===== config.mk =====
export PLATFORM = sky130hd
export DESIGN_NAME = carry_sel_adder
export DESIGN_NICKNAME = d
export VERILOG_FILES = /design/src/rtl/csa_pkg.sv /design/src/rtl/csa_half_gen.sv /design/src/rtl/csa_carry_gen.sv /design/src/rtl/csa_carry_sel.sv /design/src/rtl/csa_sum_gen.sv /design/src/rtl/carry_sel_adder.sv
export SDC_FILE = /design/constraint.sdc
export NUM_CORES = 1
export LEC_CHECK = 0
export BUFFER_PORTS_ARGS = -buffer_cell sky130_fd_sc_hd__buf_2
export CAP_MARGIN = 20
export CORE_MARGIN = 2
export CORE_UTILIZATION = 48
export DETAILED_ROUTE_END_ITERATION = 8
export PLACE_DENSITY = 0.93
export SYNTH_ARGS = -nofsm -noshare
export SYNTH_HDL_FRONTEND = slang
export SYNTH_SLANG_ARGS = --single-unit

===== constraint.sdc =====
create_clock -name vclk -period 4.1
set_input_delay 0.82 -clock vclk [all_inputs]
set_output_delay 0.82 -clock vclk [all_outputs]
set_load 0.005 [all_outputs]

===== src/rtl/csa_pkg.sv =====
package csa_pkg;
   localparam int CSA_MIN_WIDTH = 2;
   localparam int CSA_MAX_WIDTH = 256;
endpackage


===== src/rtl/csa_half_gen.sv =====
module csa_half_gen #(
   parameter int WIDTH = 16
) (
   input  logic [WIDTH-1:0] a_i,
   input  logic [WIDTH-1:0] b_i,
   output logic [WIDTH-1:0] hs_o,
   output logic [WIDTH-1:0] hc_o
);
   for (genvar i = 0; i < WIDTH; i++) begin : g_bit
      assign hs_o[i] = a_i[i] ^ b_i[i];
      assign hc_o[i] = a_i[i] & b_i[i];
   end
endmodule


===== src/rtl/csa_carry_gen.sv =====
module csa_carry_gen #(
   parameter int WIDTH    = 16,
   parameter bit FIXED_CI = 1'b0
) (
   input  logic [WIDTH-1:0] hs_i,
   input  logic [WIDTH-1:0] hc_i,
   output logic [WIDTH-1:0] fc_o
);
   // first stage specialised for the assumed incoming carry
   if (FIXED_CI == 1'b0) begin : g_first_zero
      assign fc_o[0] = hc_i[0];
   end else begin : g_first_one
      assign fc_o[0] = hc_i[0] | hs_i[0];
   end

   for (genvar i = 1; i < WIDTH; i++) begin : g_chain
      assign fc_o[i] = (fc_o[i-1] & hs_i[i]) | hc_i[i];
   end
endmodule


===== src/rtl/csa_carry_sel.sv =====
module csa_carry_sel #(
   parameter int WIDTH = 16
) (
   input  logic [WIDTH-1:0] fc0_i,
   input  logic [WIDTH-1:0] fc1_i,
   input  logic             ci,
   output logic [WIDTH-1:0] c_o
);
   for (genvar i = 0; i < WIDTH; i++) begin : g_sel
      assign c_o[i] = fc0_i[i] | (ci & fc1_i[i]);
   end

   always_comb begin

      dominance_chk: assert ((fc0_i & ~fc1_i) == '0)
         else $error("zero-assumed carry set where one-assumed carry is clear");
   end
endmodule


===== src/rtl/csa_sum_gen.sv =====
module csa_sum_gen #(
   parameter int WIDTH = 16
) (
   input  logic [WIDTH-1:0] hs_i,
   input  logic [WIDTH-1:0] c_i,
   input  logic             ci,
   output logic [WIDTH-1:0] sum_o,
   output logic             co
);
   assign sum_o[0] = hs_i[0] ^ ci;
   for (genvar i = 1; i < WIDTH; i++) begin : g_sum
      assign sum_o[i] = hs_i[i] ^ c_i[i-1];
   end
   assign co = c_i[WIDTH-1];
endmodule


===== src/rtl/carry_sel_adder.sv =====
module carry_sel_adder
   import csa_pkg::*;
#(
   parameter int WIDTH = 16
) (
   input  logic [WIDTH-1:0] a_i,
   input  logic [WIDTH-1:0] b_i,
   input  logic             ci,
   output logic [WIDTH-1:0] sum_o,
   output logic             co
);
   if (WIDTH < CSA_MIN_WIDTH || WIDTH > CSA_MAX_WIDTH) begin : g_width_bad
      $error("carry_sel_adder: WIDTH %0d out of range", WIDTH);
   end

   logic [WIDTH-1:0] hs;
   logic [WIDTH-1:0] hc;
   logic [WIDTH-1:0] fc0;
   logic [WIDTH-1:0] fc1;
   logic [WIDTH-1:0] csel;

   csa_half_gen #(.WIDTH(WIDTH)) u_half (
      .a_i (a_i),
      .b_i (b_i),
      .hs_o(hs),
      .hc_o(hc)
   );

   csa_carry_gen #(.WIDTH(WIDTH), .FIXED_CI(1'b0)) u_cg0 (
      .hs_i(hs),
      .hc_i(hc),
      .fc_o(fc0)
   );

   csa_carry_gen #(.WIDTH(WIDTH), .FIXED_CI(1'b1)) u_cg1 (
      .hs_i(hs),
      .hc_i(hc),
      .fc_o(fc1)
   );

   csa_carry_sel #(.WIDTH(WIDTH)) u_sel (
      .fc0_i(fc0),
      .fc1_i(fc1),
      .ci   (ci),
      .c_o  (csel)
   );

   csa_sum_gen #(.WIDTH(WIDTH)) u_sum (
      .hs_i (hs),
      .c_i  (csel),
      .ci   (ci),
      .sum_o(sum_o),
      .co   (co)
   );

   logic [WIDTH:0] chk_total;

   always_comb begin
      chk_total = {1'b0, a_i} + {1'b0, b_i} + {{WIDTH{1'b0}}, ci};

      total_chk: assert ({co, sum_o} == chk_total)
         else $error("result differs from arithmetic sum");

      prop_one_chk: assert (!((&(a_i ^ b_i)) && ci) || (sum_o == '0 && co))
         else $error("full propagate with carry in 1 wrong");

      prop_zero_chk: assert (!((&(a_i ^ b_i)) && !ci) || ((&sum_o) && !co))
         else $error("full propagate with carry in 0 wrong");

      top_gen_chk: assert (!(a_i[WIDTH-1] && b_i[WIDTH-1]) || co)
         else $error("top generate lost carry out");

      zero_ops_chk: assert (!(a_i == '0 && b_i == '0) ||
                            (!co && sum_o == {{(WIDTH-1){1'b0}}, ci}))
         else $error("zero operands wrong");
   end
endmodule


# Yosys cells after proc, flatten, opt, wreduce, memory -nomap -nowiden
# Index checks and enable logic that the tools add are counted.
dict set report totals {
  ff_bits 0
  in_bits 33
  out_inout_bits 17
  elab_cells 141
}
dict set report op_classes {
  bitwise_logic 141
}
# op count
set ops {}
lappend ops {{$and 1x1->1} 62}
lappend ops {{$or 1x1->1} 47}
lappend ops {{$xor 1x1->1} 32}

# Depth between registers and ports, before layout
# Gate-level depths: netlist of the first run.
dict set report depth {
  ltp_word 34
  depth_mapped 8
  mapped_depth_nobuf 8
}

# Cells and area by module
# A second synthesis of the first run with hierarchy kept.
dict set report unflattened {
  cells_unflattened 127
  hier_area_um2 1064.8
}
# mod instances cells_each area_per_inst_um2 seq_area_each_um2
set by_module_without_submodules {}
lappend by_module_without_submodules {{csa_carry_gen at u_cg1} 1 36 286.5 0.0}
lappend by_module_without_submodules {{csa_carry_gen at u_cg0} 1 40 280.3 0.0}
lappend by_module_without_submodules {csa_half_gen 1 16 200.2 0.0}
lappend by_module_without_submodules {csa_carry_sel 1 18 150.1 0.0}
lappend by_module_without_submodules {csa_sum_gen 1 17 147.6 0.0}

# Least setup slack after synthesis of the first run
# Ideal clock, no wire load.
dict set report synth_path {
  path_type {input to output}
  from {in a_i[2]}
  to {out sum_o[8]}
  t_arrival_ps 2206
  required_ps 3280
  setup_slack_ps 1074
  path_stages 7
  n_path_buf 0
  path_cell_list {ha_1 -> o21ai_1 -> a21oi_1 -> o21a_1 -> o211ai_1 -> nand2_1 -> o311ai_1}
}
dict set report synth_via {
  elab_chain_cells 16
  elab_cells_between_ends 29
  cone_classes {bitwise (29)}
}
# element line_no
set synth_lines {}
lappend synth_lines {{start, declared} carry_sel_adder.sv:6} ;# input logic [WIDTH-1:0] a_i,
lappend synth_lines {{$xor 1x1->1} csa_half_gen.sv:10} ;# assign hs_o[i] = a_i[i] ^ b_i[i];
lappend synth_lines {{$and 1x1->1} csa_carry_gen.sv:17} ;# assign fc_o[i] = (fc_o[i-1] & hs_i[i]) | hc_i[i];
lappend synth_lines {{$or 1x1->1} csa_carry_gen.sv:17}
lappend synth_lines {{$and 1x1->1} csa_carry_gen.sv:17}
lappend synth_lines {{$or 1x1->1} csa_carry_gen.sv:17}
lappend synth_lines {{$and 1x1->1} csa_carry_gen.sv:17}
lappend synth_lines {{$or 1x1->1} csa_carry_gen.sv:17}
lappend synth_lines {{$and 1x1->1} csa_carry_gen.sv:17}
lappend synth_lines {{$or 1x1->1} csa_carry_gen.sv:17}
lappend synth_lines {{$and 1x1->1} csa_carry_gen.sv:17}
lappend synth_lines {{$or 1x1->1} csa_carry_gen.sv:17}
lappend synth_lines {{$and 1x1->1} csa_carry_gen.sv:17}
lappend synth_lines {{$or 1x1->1} csa_carry_gen.sv:17}
lappend synth_lines {{$and 1x1->1} csa_carry_sel.sv:10} ;# assign c_o[i] = fc0_i[i] | (ci & fc1_i[i]);
lappend synth_lines {{$or 1x1->1 (*)} csa_carry_sel.sv:10}
lappend synth_lines {{$xor 1x1->1 (*)} csa_sum_gen.sv:12} ;# assign sum_o[i] = hs_i[i] ^ c_i[i-1];
lappend synth_lines {{end, declared} carry_sel_adder.sv:9} ;# output logic [WIDTH-1:0] sum_o,
# Mark *: on every way between the ends. The rest lies on a longest branch, timed or not.

# Final worst setup path of the first run
dict set report layout_path {
  from {in a_i[2]}
  to {out sum_o[15]}
}
dict set report layout_via {
  elab_chain_cells 30
  elab_cells_between_ends 57
  cone_classes {bitwise (57)}
}
# element line_no
set layout_lines {}
lappend layout_lines {{$xor 1x1->1} csa_half_gen.sv:10}
lappend layout_lines {{$and 1x1->1} csa_carry_gen.sv:17}
lappend layout_lines {{$or 1x1->1} csa_carry_gen.sv:17}
lappend layout_lines {{$and 1x1->1} csa_carry_gen.sv:17}
lappend layout_lines {{$or 1x1->1} csa_carry_gen.sv:17}
lappend layout_lines {{$and 1x1->1} csa_carry_gen.sv:17}
lappend layout_lines {{$or 1x1->1} csa_carry_gen.sv:17}
lappend layout_lines {{$and 1x1->1} csa_carry_gen.sv:17}
lappend layout_lines {{(+14 left out)} n/a}
lappend layout_lines {{$or 1x1->1} csa_carry_gen.sv:17}
lappend layout_lines {{$and 1x1->1} csa_carry_gen.sv:17}
lappend layout_lines {{$or 1x1->1} csa_carry_gen.sv:17}
lappend layout_lines {{$and 1x1->1} csa_carry_gen.sv:17}
lappend layout_lines {{$or 1x1->1} csa_carry_gen.sv:17}
lappend layout_lines {{$and 1x1->1} csa_carry_sel.sv:10}
lappend layout_lines {{$or 1x1->1 (*)} csa_carry_sel.sv:10}
lappend layout_lines {{$xor 1x1->1 (*)} csa_sum_gen.sv:12}
# Marked as above.

==> results.json, run 1 <==
{
  "syn_to_final_growth_pct": 36.5,
  "die_x_um": 43.3,
  "fp.dieH_um": 43.3,
  "worst-path-buf-inv": 2,
  "post-route-period-util_pct": 83.1,
  "syn_avg_cell_area_sq_um": 7.80,
  "cts_setup_buffers": 0,
  "drive_gt1_share_pct": 37.2,
  "worstMarginPinSlew_ns": 0.405,
  "max_freq_ghz": 0.293,
  "gr-total-overflow": 0,
  "yosys.area.top_type": "ha_1",
  "drc": 0,
  "std_cell_rows": 14,
  "layout_setup_ws_ns": 0.692,
  "pre_cts_ws_ns": 0.712,
  "start_util_pct": 50.3,
  "status": "finished, final reports clean",
  "ant_nets": 0,
  "whs_path_depth": 4,
  "setup_viol": 0,
  "cts.repair.resized": 0,
  "cellLeakagePower_uw": 0.000532,
  "antenna_found_initial": 0,
  "seq_area_frac_synth_pct": 0,
  "core_sq_um": 1470,
  "hold_buffers": 0,
  "path_delay_family": "compound AO/OA/AOI/OAI gates",
  "track_usage_pct": 20.3,
  "relSlewSlack_pct": 72.8,
  "synth.top_cell.area_share_pct": 28.7,
  "fin_area_sq_um": 1010,
  "peakVddDrop_v": 0.0000952,
  "drtIter0Drc": 8,
  "synth_nets": 146,
  "arrival_ns": 2.59,
  "nClkBuffers": 0,
  "critPathCaptureType": "primary output",
  "path_depth": 9,
  "drv_cap": 0,
  "finalSetupTns_ns": 0,
  "regArea_sq_um": 0,
  "globalplace.congestion": 0.909,
  "wl_per_cell_um": 11.6,
  "cpMostUsedCell": "buf_2",
  "routed_via_density": 5.63,
  "p_per_area_nw_per_um2": 170,
  "power_uw": 172,
  "layout_min_cycle_time_ns": 3.41,
  "cp_max_fo": 4,
  "dp_hpwl_um": 1640,
  "netlist_area_sq_um": 741,
  "vias": 907,
  "worstPathRequired_ns": 3.28,
  "holdCritStartpoint": "b_i[15]",
  "fin_nets": 198,
  "startpoint": "a_i[2]",
  "start_kind": "primary input",
  "grt_pass1_vias": 844,
  "crit_slowest_cell": "ha_1",
  "final_max_slew_viol_count": 0,
  "path_class": "in -> out",
  "io_pins": 50,
  "firstDrtPassIters": 4,
  "grt_pass1_wl_um": 3170,
  "cp-endpoint": "sum_o[15]",
  "yosys_warnings": 0,
  "ys_top_cells_by_area": "ha_1, xnor2_1, a21oi_1, nand2b_1, inv_1",
  "hold_viol_final": 0,
  "synthDistinctLibCells": 33,
  "rsz0062_at_grt": "no",
  "hold_class": "in -> out",
  "io_buffers": 50,
  "placed_area_sq_um": 1010,
  "dieArea_sq_um": 1870,
  "cp_cell_sequence": "buf_2 -> ha_1 -> o21ai_1 -> a21oi_1 -> a211oi_2 -> o21ai_2 -> o32ai_2 -> xnor2_1 -> buf_2",
  "flops_and_latches": 0,
  "num_antenna_cells": 0,
  "drt_wl_total_um": 1870,
  "slowest_delay_ns": 0.33,
  "syn_inst": 95,
  "whs_ns": 2.03,
  "grt_max_degree": 9
}
[layout by cell type (no fill, tap or decap)]
cell	Yosys	layout
buf_2	0	50
ha_1	17	17
xnor2_1	10	10
inv_1	8	8
a21oi_1	8	8
nand2_1	6	6
nand2b_1	5	5
nor2_1	5	5
o21ai_0	3	3
a21o_1	2	2
o21ai_1	2	2
o21a_1	2	2
o31a_1	2	2
o21bai_1	2	2
o211ai_1	2	2
xor2_1	2	2
o311ai_1	2	2
nand4_1	1	1
or3_4	1	1
a211oi_2	1	1
o21ai_2	1	1
and3_1	1	1
o32ai_2	1	1
a31oi_1	1	1
o221ai_1	1	1
a211oi_1	1	1
nor2b_1	1	1
a211o_1	1	1
nor3_1	1	1
nor4b_1	1	1
nand3b_1	1	1
a311oi_1	1	1
a2111o_1	1	1
fa_1	1	1
[where the power goes]
group	internal [uW]	switching (uW)
clock	0	0
sequential	0	0
combinational	87.6	84.7
[cells by family (layout without fill, tap and decap cells)]
group,after synthesis,count (layout),synth area share (%)
and+or+nand+nor,23,23,16.7
xor gates and xnor gates,12,12,14.2
buffers and inverters,8,58,4.05
AOI/OAI and AO/OA,34,34,33.6
adders and majority gates,18,18,31.4
[metrics by stage]
| stage | instances | utilization (%) |
|---|---|---|
| CTS | 161 | 68.7 |
| global route | 161 | 68.7 |
| floorplan | 95 | - |
| finish | 161 | 68.7 |
| global placement | 161 | 68.7 |
| detailed placement | 161 | 68.7 |
[metal layers]
metal / vias to the layer above / share of wire, % / track usage, %
met1: 412 / 41 / 25.2
met3: 0 / 5.6 / 0
li1: 463 / - / -
met5: - / 0 / 0
met2: 32 / 53 / 40.6
met4: 0 / 0 / 0
[how the worst min path moves through the flow]
stage	to	slack, ns
floorplan	sum_o[4]	1.84
global placement	sum_o[15]	2.03
detailed placement	co	2.04
CTS	co	2.04
global route	co	2.06
finish	co	2.03
[Yosys cell counts (all sizes together), types with 2 or more instances]
cell type  instances
ha                17
xnor2             10
a21oi              8
inv                8
nand2              6
o21ai              6
nand2b             5
nor2               5
a211oi             2
a21o               2
o211ai             2
o21a               2
o21bai             2
o311ai             2
o31a               2
xor2               2
[worst min-delay path, stage by stage]
cell      delay, ns
buf_2          0.08
ha_1           0.12
o21bai_1       0.09
buf_2          0.10
[layout make-up]
class                           count  area, sq um
Tap cell                           16         20.0
Multi-Input combinational cell     87          711
Fill cell                         143          460
Inverter                            8         30.0
Timing Repair Buffer               50          250
Power figures use the tool's default switching activity.
==> run 2: changes to the inputs <==
Settings changed: CORE_UTILIZATION 48 to 45, PLACE_DENSITY 0.93 to 0.88.
Clock period 4.1 ns to 3.2 ns, I/O delays scaled along.
==> results.json, run 2 (synthesis results as in run 1) <==
{
  "final_max_slew_viol_count": 0,
  "relSlewSlack_pct": 74.6,
  "flops_and_latches": 0,
  "slowest_delay_ns": 0.39,
  "drive_gt1_share_pct": 37.2,
  "std_cell_rows": 14,
  "routed_via_density": 5.51,
  "firstDrtPassIters": 4,
  "rsz0062_at_grt": "no",
  "hold_buffers": 0,
  "start_util_pct": 48.6,
  "hold_class": "in -> out",
  "cellLeakagePower_uw": 0.000532,
  "utilization_pct": 66.3,
  "critPathCaptureType": "primary output",
  "layout_min_cycle_time_ns": 2.98,
  "globalplace.congestion": 0.860,
  "peakVddDrop_v": 0.000101,
  "path_delay_family": "compound AO/OA/AOI/OAI gates",
  "crit_slowest_cell": "a2111o_1",
  "track_usage_pct": 19.0,
  "fin_nets": 198,
  "nClkBuffers": 0,
  "finalSetupTns_ns": 0,
  "cts.repair.resized": 0,
  "dp_hpwl_um": 1690,
  "io_pins": 50,
  "die_x_um": 44.6,
  "drv_cap": 0,
  "power_uw": 220,
  "regArea_sq_um": 0,
  "ant_nets": 0,
  "grt_use_met1_pct": 20.8,
  "busiest_layer": "met2",
  "arrival_ns": 2.34,
  "final_cell_mix": "buf_2, ha_1, xnor2_1, inv_1, a21oi_1",
  "setup_viol": 0,
  "syn_to_final_growth_pct": 36.5,
  "drtIter0Drc": 10,
  "cts_setup_buffers": 0,
  "vias": 887,
  "fp.dieH_um": 44.6,
  "grt_pass1_vias": 801,
  "core_sq_um": 1520,
  "final_common_cell": "buf_2",
  "wl_per_cell_um": 11.4,
  "cp_max_fo": 4,
  "cpMostUsedCell": "buf_2",
  "grt_pass1_wl_um": 3000,
  "grt_max_degree": 9,
  "post-route-period-util_pct": 93.3,
  "drc": 0,
  "worst-path-buf-inv": 2,
  "p_per_area_nw_per_um2": 217,
  "worstMarginPinSlew_ns": 0.379,
  "path_class": "in -> out",
  "antenna_found_initial": 0,
  "use_met3_pct": 1.22,
  "max_freq_ghz": 0.335,
  "gr-total-overflow": 0,
  "worstPathRequired_ns": 2.56,
  "dieArea_sq_um": 1990,
  "cp_cell_sequence": "buf_2 -> ha_1 -> nand2b_1 -> a21oi_1 -> o21a_1 -> o211ai_1 -> a2111o_1 -> o311ai_1 -> buf_2",
  "io_buffers": 50,
  "status": "finished, final reports clean",
  "start_kind": "primary input",
  "hold_viol_final": 0,
  "num_antenna_cells": 0,
  "grt_util_met2_pct": 40.0,
  "drt_wl_total_um": 1830
}
==> run 2: tightest hold or removal path: stages <==
cell and delay [ns]:
buf_2 0.08, ha_1 0.14, xnor2_1 0.07, buf_2 0.12
==> run 2: final timing paths <==
kind                     from         to  slack, ns  cells past startpoint
worst min-delay path  b_i[15]  sum_o[15]       1.68                      4
worst max-delay path   a_i[1]   sum_o[8]       0.22                      9
==> run 2: through the flow <==
step | area [sq um] | worst slack, ns | hold WS, ns | std cells
6_report | 1010 | 0.215 | 1.68 | 161
5_1_grt | 1010 | 0.0477 | 1.69 | 161
4_1_cts | 1010 | 0.216 | 1.68 | 161
3_5_place_dp | 1010 | 0.217 | 1.68 | 161
3_3_place_gp | 1010 | 0.251 | 1.68 | 161
2_1_floorplan | 741 | 0.534 | 1.48 | 95
==> run 2: area by class of cell <==
cell class	count	area (sq um)
Fill cell	135	513
Timing Repair Buffer	50	250
Inverter	8	30.0
Multi-Input combinational cell	87	711
Tap cell	16	20.0
==> run 2: per-layer routing <==
layer / wire length, um / part of all wire, %
met5: 0 / 0
met4: 0 / 0
met3: 112 / 6.1
met2: 997 / 54
met1: 723 / 39
==> run 2: report_power, final <==
part           switching, uW  internal (uW)
Combinational            107            112
Clock                      0              0
Sequential                 0              0
